==> config.mk <==
export PLATFORM = sky130hd
export DESIGN_NAME = rx_pad_trim
export DESIGN_NICKNAME = d
export VERILOG_FILES = /design/src/rtl/rx_pad_trim_pkg.sv /design/src/rtl/rx_pad_trim_parse.sv /design/src/rtl/rx_pad_trim_delay.sv /design/src/rtl/rx_pad_trim_emit.sv /design/src/rtl/rx_pad_trim.sv
export SDC_FILE = /design/constraint.sdc
export NUM_CORES = 1
export LEC_CHECK = 0
export BUFFER_PORTS_ARGS = -buffer_cell sky130_fd_sc_hd__buf_2
export CORE_ASPECT_RATIO = 0.7
export CORE_MARGIN = 4
export CORE_UTILIZATION = 55
export DETAILED_ROUTE_END_ITERATION = 12
export GPL_ROUTABILITY_DRIVEN = 0
export HOLD_SLACK_MARGIN = 0.05
export PLACE_DENSITY = 0.76
export SLEW_MARGIN = 0
export SYNTH_ARGS = -nofsm -noshare
export SYNTH_HDL_FRONTEND = slang
export SYNTH_HIERARCHICAL = 1
export SYNTH_SLANG_ARGS = --single-unit
==> constraint.sdc <==
create_clock -name clk -period 2.51 [get_ports clk]
set_input_delay 0.3765 -clock clk [delete_from_list [all_inputs] [get_ports clk]]
set_output_delay 0.3765 -clock clk [all_outputs]
set_load 0.005 [all_outputs]
==> src/rtl/rx_pad_trim_pkg.sv <==
// Shared types for the receive pad stripping filter.
package rx_pad_trim_pkg;
    typedef logic [7:0] byte_t;
endpackage

==> src/rtl/rx_pad_trim_parse.sv <==
// Frame position tracker and length capture.
// Counts accepted bytes within the current frame.
// Latches the stripping enable on byte 0.
// Captures the 16-bit length/type value from the two header bytes that precede the data.
// Assumes in_last marks exactly one byte per frame.
module rx_pad_trim_parse
    import rx_pad_trim_pkg::*;
#(
    parameter int HDR_BYTES = 14,
    parameter int MIN_DATA  = 46,
    parameter int CNT_W     = 16
) (
    input  logic             clk,
    input  logic             rst_n,
    input  logic             strip_en,
    input  logic             in_valid,
    input  byte_t            in_data,
    input  logic             in_last,
    output logic [CNT_W-1:0] pos,
    output logic [15:0]      len,
    output logic             strip_frame
);
    localparam logic [CNT_W-1:0] LEN_HI_POS = CNT_W'(HDR_BYTES - 2);
    localparam logic [CNT_W-1:0] LEN_LO_POS = CNT_W'(HDR_BYTES - 1);

    logic en_q;

    // Position of the next input byte within the frame.
    always_ff @(posedge clk) begin
        if (!rst_n)        pos <= '0;
        else if (in_valid) pos <= in_last ? '0 : pos + 1'b1;
    end

    // Capture the length/type bytes, most significant byte first.
    always_ff @(posedge clk) begin
        if (!rst_n) begin
            len <= '0;
        end else if (in_valid) begin
            if (pos == LEN_HI_POS) len[15:8] <= in_data;
            if (pos == LEN_LO_POS) len[7:0]  <= in_data;
        end
    end

    // Sample the stripping enable once per frame, on its first byte.
    always_ff @(posedge clk) begin
        if (!rst_n)                     en_q <= 1'b0;
        else if (in_valid && pos == '0) en_q <= strip_en;
    end

    // Stripping applies only to short data fields.
    assign strip_frame = en_q && (len < 16'(MIN_DATA));
endmodule

==> src/rtl/rx_pad_trim_delay.sv <==
// Byte delay line of DEPTH stages.
// On each shift, a new byte enters stage 0 and the oldest byte is presented at dout.
// Once a frame has ended, the stages hold the frame's trailing check bytes.
module rx_pad_trim_delay
    import rx_pad_trim_pkg::*;
#(
    parameter int DEPTH = 4
) (
    input  logic  clk,
    input  logic  rst_n,
    input  logic  shift,
    input  byte_t din,
    output byte_t dout
);
    byte_t stage [DEPTH];

    // Shift the byte chain by one position.
    always_ff @(posedge clk) begin
        if (!rst_n) begin
            for (int i = 0; i < DEPTH; i++) stage[i] <= '0;
        end else if (shift) begin
            stage[0] <= din;
            for (int i = 1; i < DEPTH; i++) stage[i] <= stage[i-1];
        end
    end

    assign dout = stage[DEPTH-1];
endmodule

==> src/rtl/rx_pad_trim_emit.sv <==
// Output stage of the receive pad stripping filter.
// Decides per byte whether the byte leaving the delay line is forwarded.
// When the input's last byte is accepted, it drains the FCS bytes held in the line.
// It keeps the running forwarded count.
// Assumes the input stays idle while the drain is in progress.
module rx_pad_trim_emit
    import rx_pad_trim_pkg::*;
#(
    parameter int HDR_BYTES = 14,
    parameter int FCS_BYTES = 4,
    parameter int CNT_W     = 16
) (
    input  logic             clk,
    input  logic             rst_n,
    input  logic             in_valid,
    input  logic             in_last,
    input  logic [CNT_W-1:0] pos,
    input  logic [15:0]      len,
    input  logic             strip_frame,
    input  byte_t            dline,
    output logic             flushing,
    output logic             out_valid,
    output byte_t            out_data,
    output logic             out_last,
    output logic [CNT_W-1:0] out_count
);
    localparam int FLUSH_W = $clog2(FCS_BYTES + 1);
    localparam int LIM_W   = CNT_W + 1;

    logic [FLUSH_W-1:0] flush_cnt;
    logic [CNT_W-1:0]   fwd_q;
    logic [LIM_W-1:0]   limit;
    logic               keep;

    assign flushing = (flush_cnt != '0);

    // Bytes leave the line FCS_BYTES positions behind the input.
    // The limit is therefore offset by that distance as well.
    assign limit = LIM_W'(HDR_BYTES + FCS_BYTES) + LIM_W'(len);
    assign keep  = (pos >= CNT_W'(FCS_BYTES)) &&
                   (!strip_frame || ({1'b0, pos} < limit));

    // Forward kept bytes, drain the FCS after the last byte and track the count.
    always_ff @(posedge clk) begin
        if (!rst_n) begin
            out_valid <= 1'b0;
            out_last  <= 1'b0;
            out_data  <= '0;
            out_count <= '0;
            fwd_q     <= '0;
            flush_cnt <= '0;
        end else begin
            out_valid <= 1'b0;
            out_last  <= 1'b0;
            if (flushing) begin
                out_valid <= 1'b1;
                out_data  <= dline;
                out_count <= fwd_q + 1'b1;
                flush_cnt <= flush_cnt - 1'b1;
                if (flush_cnt == FLUSH_W'(1)) begin
                    out_last <= 1'b1;
                    fwd_q    <= '0;
                end else begin
                    fwd_q <= fwd_q + 1'b1;
                end
            end else if (in_valid) begin
                if (keep) begin
                    out_valid <= 1'b1;
                    out_data  <= dline;
                    out_count <= fwd_q + 1'b1;
                    fwd_q     <= fwd_q + 1'b1;
                end
                if (in_last) flush_cnt <= FLUSH_W'(FCS_BYTES);
            end
        end
    end


    last_has_valid_chk: assert property (@(posedge clk) disable iff (!rst_n)
        out_last |-> out_valid);


    flush_emits_chk: assert property (@(posedge clk) disable iff (!rst_n)
        flushing |=> out_valid);


    count_step_chk: assert property (@(posedge clk) disable iff (!rst_n)
        (out_valid && !out_last) |=> (!out_valid || out_count == $past(out_count) + 1'b1));


    reset_quiet_chk: assert property (@(posedge clk) disable iff (!rst_n)
        $rose(rst_n) |-> (!out_valid && !out_last && out_count == '0));
endmodule

==> src/rtl/rx_pad_trim.sv <==
// Receive pad stripping filter (top).
// Passes a received frame through a short delay line.
// When enabled, drops the pad bytes between a short stated data field and the FCS.
// Frames must be at least HDR_BYTES+FCS_BYTES long.
// Frames must be separated by at least FCS_BYTES idle input cycles.
module rx_pad_trim
    import rx_pad_trim_pkg::*;
#(
    parameter int HDR_BYTES = 14,
    parameter int MIN_DATA  = 46,
    parameter int FCS_BYTES = 4,
    parameter int CNT_W     = 16
) (
    input  logic             clk,
    input  logic             rst_n,
    input  logic             strip_en,
    input  logic             in_valid,
    input  logic [7:0]       in_data,
    input  logic             in_last,
    output logic             out_valid,
    output logic [7:0]       out_data,
    output logic             out_last,
    output logic [CNT_W-1:0] out_count
);
    logic [CNT_W-1:0] pos;
    logic [15:0]      len;
    logic             strip_frame;
    logic             flushing;
    byte_t            dline;
    byte_t            din;
    logic             shift;

    // During the drain, zeros are shifted in behind the FCS.
    assign shift = in_valid || flushing;
    assign din   = flushing ? '0 : in_data;

    rx_pad_trim_parse #(
        .HDR_BYTES(HDR_BYTES), .MIN_DATA(MIN_DATA), .CNT_W(CNT_W)
    ) u_parse (
        .clk(clk), .rst_n(rst_n), .strip_en(strip_en),
        .in_valid(in_valid), .in_data(in_data), .in_last(in_last),
        .pos(pos), .len(len), .strip_frame(strip_frame)
    );

    rx_pad_trim_delay #(.DEPTH(FCS_BYTES)) u_delay (
        .clk(clk), .rst_n(rst_n), .shift(shift), .din(din), .dout(dline)
    );

    rx_pad_trim_emit #(
        .HDR_BYTES(HDR_BYTES), .FCS_BYTES(FCS_BYTES), .CNT_W(CNT_W)
    ) u_emit (
        .clk(clk), .rst_n(rst_n), .in_valid(in_valid), .in_last(in_last),
        .pos(pos), .len(len), .strip_frame(strip_frame), .dline(dline),
        .flushing(flushing), .out_valid(out_valid), .out_data(out_data),
        .out_last(out_last), .out_count(out_count)
    );


    idle_during_flush_chk: assert property (@(posedge clk) disable iff (!rst_n)
        flushing |-> !in_valid);
endmodule

==> results.cfg <==
[power]
leakagePower_nw = 3.072
cellPowerDensity_nw_per_um2 = 955.4
power_frac_clock_pct = 21.4
peakVddDrop_v = 0.0005269
p_int_mw = 4.466
p_seq_share_pct = 36.3
total_power_mw = 6.613
switching_power_mw = 2.147
comb_power_share_pct = 42.3
sw_frac_of_total_pct = 32.47

[detailed_routing]
ant_nets = 0
wl_per_cell_um = 16.95
vias = 4314
drt_wl_total_mm = 12.68
vias_per_cell = 5.767
drc = 0
dr.pass1.iters = 5
drt-initial-drc-count = 310

[sta]
finalMaxSlewViolations = 0
setup_slack_ns = -0.3365
rsz0062_at_grt = true
finalCritPeriodShare_pct = 113.4
period_needed_ns = 2.846
max_freq_mhz = 351.3
hold_violations = 0
setup_viol = 41
relSlewSlack_pct = 51.04
worst_slew_pin_slew_ns = 0.7305
skew_ns = 0.01093
hold_slack_ns = 0.2782

[cells_and_area]
area_growth_pct = 20.55
final_common_cell = dfxtp_1
drive_above_1_share_pct = 31.61
layout_common_cells = 71 x dfxtp_1, 48 x nand2_1, 40 x buf_4, 38 x buf_2, 37 x nor2b_1
nFillCells = 703
final_util_pct = 69.58
fin_nets = 649
antenna-diode-count = 0
finalNonFillerCells = 748

[cts]
clock_latency_ns = 0.36
cts_buffers = 9
cts.clk_slew.worst_paths_ns = 0.08
cts_buffer_depth = 2
h-tree-depth = 3
cts_hold_buf = 0
cts_sinks = 110
cts-root-buf = clkbuf_16
cts_tree = built

[worst_setup_path]
crit_type = flip-flop to flip-flop
cp_common_cell = buf_12
endpoint_kind = flip-flop
slowest_stage = dfxtp_4
cp_num_buf_inv = 3
critPathLaunchType = flip-flop
critPathMaxStageDelay_ns = 0.37
path_cells = ha_4 > a21oi_4 > nor2b_4 > nand4_1 > xor2_1 > ha_1 > o21ai_1 > o21bai_1 > o2111a_1 > o32ai_4 > buf_12 > buf_12 > buf_8 > o211a_1
cp.arrival_ns = 3.10
crit_family = compound AO/OA/AOI/OAI gates
crit_required_ns = 2.76
worstPathMaxFanout = 8

[global_route]
grt_max_degree = 84
track_usage_pct = 21.54
grt_pass1_vias = 3958
antenna_found_initial = 0
overflow = 0
grt_pass1_wl_mm = 20.44

[die]
ios = 39
dieArea_sq_um = 12160
die_y_um = 93.49
core_sq_um = 9947
die_width_um = 130.1
rows = 30
start_util_pct = 57.72

[synth]
synth_area_sq_um = 5742
syn_nets = 572
syn_inst = 538
ys.flop_type = dfxtp_1
synth_seq_area_share_pct = 43.93
synth_edf_count = 32
synthTopCellsByArea = dfxtp_1 27%, edfxtp_1 17%, mux2i_1 5.1%, ha_1 4.6%, and3_2 4.2%
synth_top_area_share_pct = 27.20
async_flop_share_pct = 0
synth_area_per_cell_sq_um = 10.67
yosysWarnings = 6
synth_seq_cells = 110
synth_top_cell_by_area = dfxtp_1
ys_types = 58

[placed_design]
dp_hpwl_mm = 8.479
place_ws_ns = -0.3093
numPortBuffers = 38
dp.cells = 721

[min_path]
worstHoldPathType = input port to flip-flop

[job]
drv_cap = 0

[status]
violations = negative setup slack
status = finished with violations
## Yosys cell counts (all sizes together) (2+ instances only)
cell type,n
clkbuf,11
a21o,2
o22ai,13
or3,3
and4,8
o21a,8
nor2b,38
and2,4
edfxtp,32
and3,38
dfxtp,78
a211o,2
a21boi,8
ha,21
nor3,8
xor2,14
buf,14
nand3b,10
nor4,9
mux2i,29
a21oi,11
o21ai,11
nand2,51
o211a,14
nor2,24
nand2b,2
xnor2,23
inv,8
nand4,18
nand4b,2
nor4b,3
nand3,9
## area by class of cell
class | instances | area (sq um) | share of cell area, %
Multi-Input combinational cell | 395 | 3171 | 45.81
Inverter | 8 | 30.03 | 0.4338
Clock inverter | 7 | 71.32 | 1.030
Sequential cell | 110 | 2539 | 36.68
Clock buffer | 9 | 225.2 | 3.254
Tap cell | 128 | 160.2 | 2.314
Timing Repair Buffer | 91 | 725.7 | 10.48
## worst paths after layout
path,startpoint,endpoint,slack (ns),cells past startpoint
max,u_parse/len[1]$_SDFFE_PN0P_,u_emit/out_count[9]$_SDFFE_PN0P_,-0.34,14
max reg2reg,u_parse/len[1]$_SDFFE_PN0P_,u_emit/out_count[9]$_SDFFE_PN0P_,-0.34,14
min reg2reg,u_emit/out_count[8]$_SDFFE_PN0P_,u_emit/out_count[8]$_SDFFE_PN0P_,0.47,1
min,strip_en,u_parse/en_q$_SDFFE_PN0P_,0.28,3
## flip-flops by register name, indices dropped and copies added, names as in the netlist, 3 cells and up
register          cells
u_delay/stage        32
u_emit/fwd_q         16
u_parse/len          16
u_parse/pos          16
u_emit/out_data       8
u_emit/out_count     16
u_emit/flush_cnt      3
## worst reg2reg max path, delay by kind of cell, from the launching register on
family / cells / cell delay [ns]
and+or+nand+nor: 2 / 0.30
xor gates and xnor gates: 1 / 0.19
AOI/OAI and AO/OA: 6 / 1.00
DFF: 1 / 0.37
adders and majority gates: 2 / 0.46
buffers and inverters: 3 / 0.43
## power groups by stage
stage          combinational (mW)  clock (mW)  sequential, mW
5_1_grt                      3.01        1.53            2.44
4_1_cts                      2.84        1.46            2.39
6_report                     2.80        1.42            2.40
2_1_floorplan                1.47           0            2.43
3_3_place_gp                 2.10           0            2.42
3_5_place_dp                 2.17           0            2.44
## per-stage QoR
| stage | setup TNS (ns) | cell area (sq um) |
|---|---|---|
| after floorplan | -0.5742 | 5782 |
| after global placement | -8.519 | 6334 |
| after detailed placement | -10.36 | 6334 |
| after CTS | -9.652 | 6880 |
| after global routing | -16.12 | 6922 |
| final | -11.11 | 6922 |
## layer usage
metal	vias up	track usage (%)	share of wire, %
met5	-	0	0
met4	0	6.055	1.5
met3	14	5.251	5.6
met2	99	32.34	45
met1	2090	30.87	48
li1	2111	-	-
## logic make-up (layout without fill, tap and decap cells)
| family | Yosys count | count (layout) | share of synthesized area [%] |
|---|---|---|---|
| AOI/OAI and AO/OA | 76 | 76 | 11.14 |
| xor gates and xnor gates | 37 | 37 | 5.644 |
| adders and majority gates | 21 | 21 | 4.576 |
| buffers and inverters | 33 | 115 | 3.530 |
| DFF | 110 | 110 | 43.93 |
| muxes | 29 | 29 | 5.056 |
| and+or+nand+nor | 232 | 232 | 26.13 |
## repair_timing
item | CTS | global route
cloned | 3 | 0
endpoints found under the setup margin | 41 | 41
buffers inserted | 7 | 3
pin swaps | 9 | 13
gates resized for setup | 26 | 13
Power figures use the tool's default switching activity.
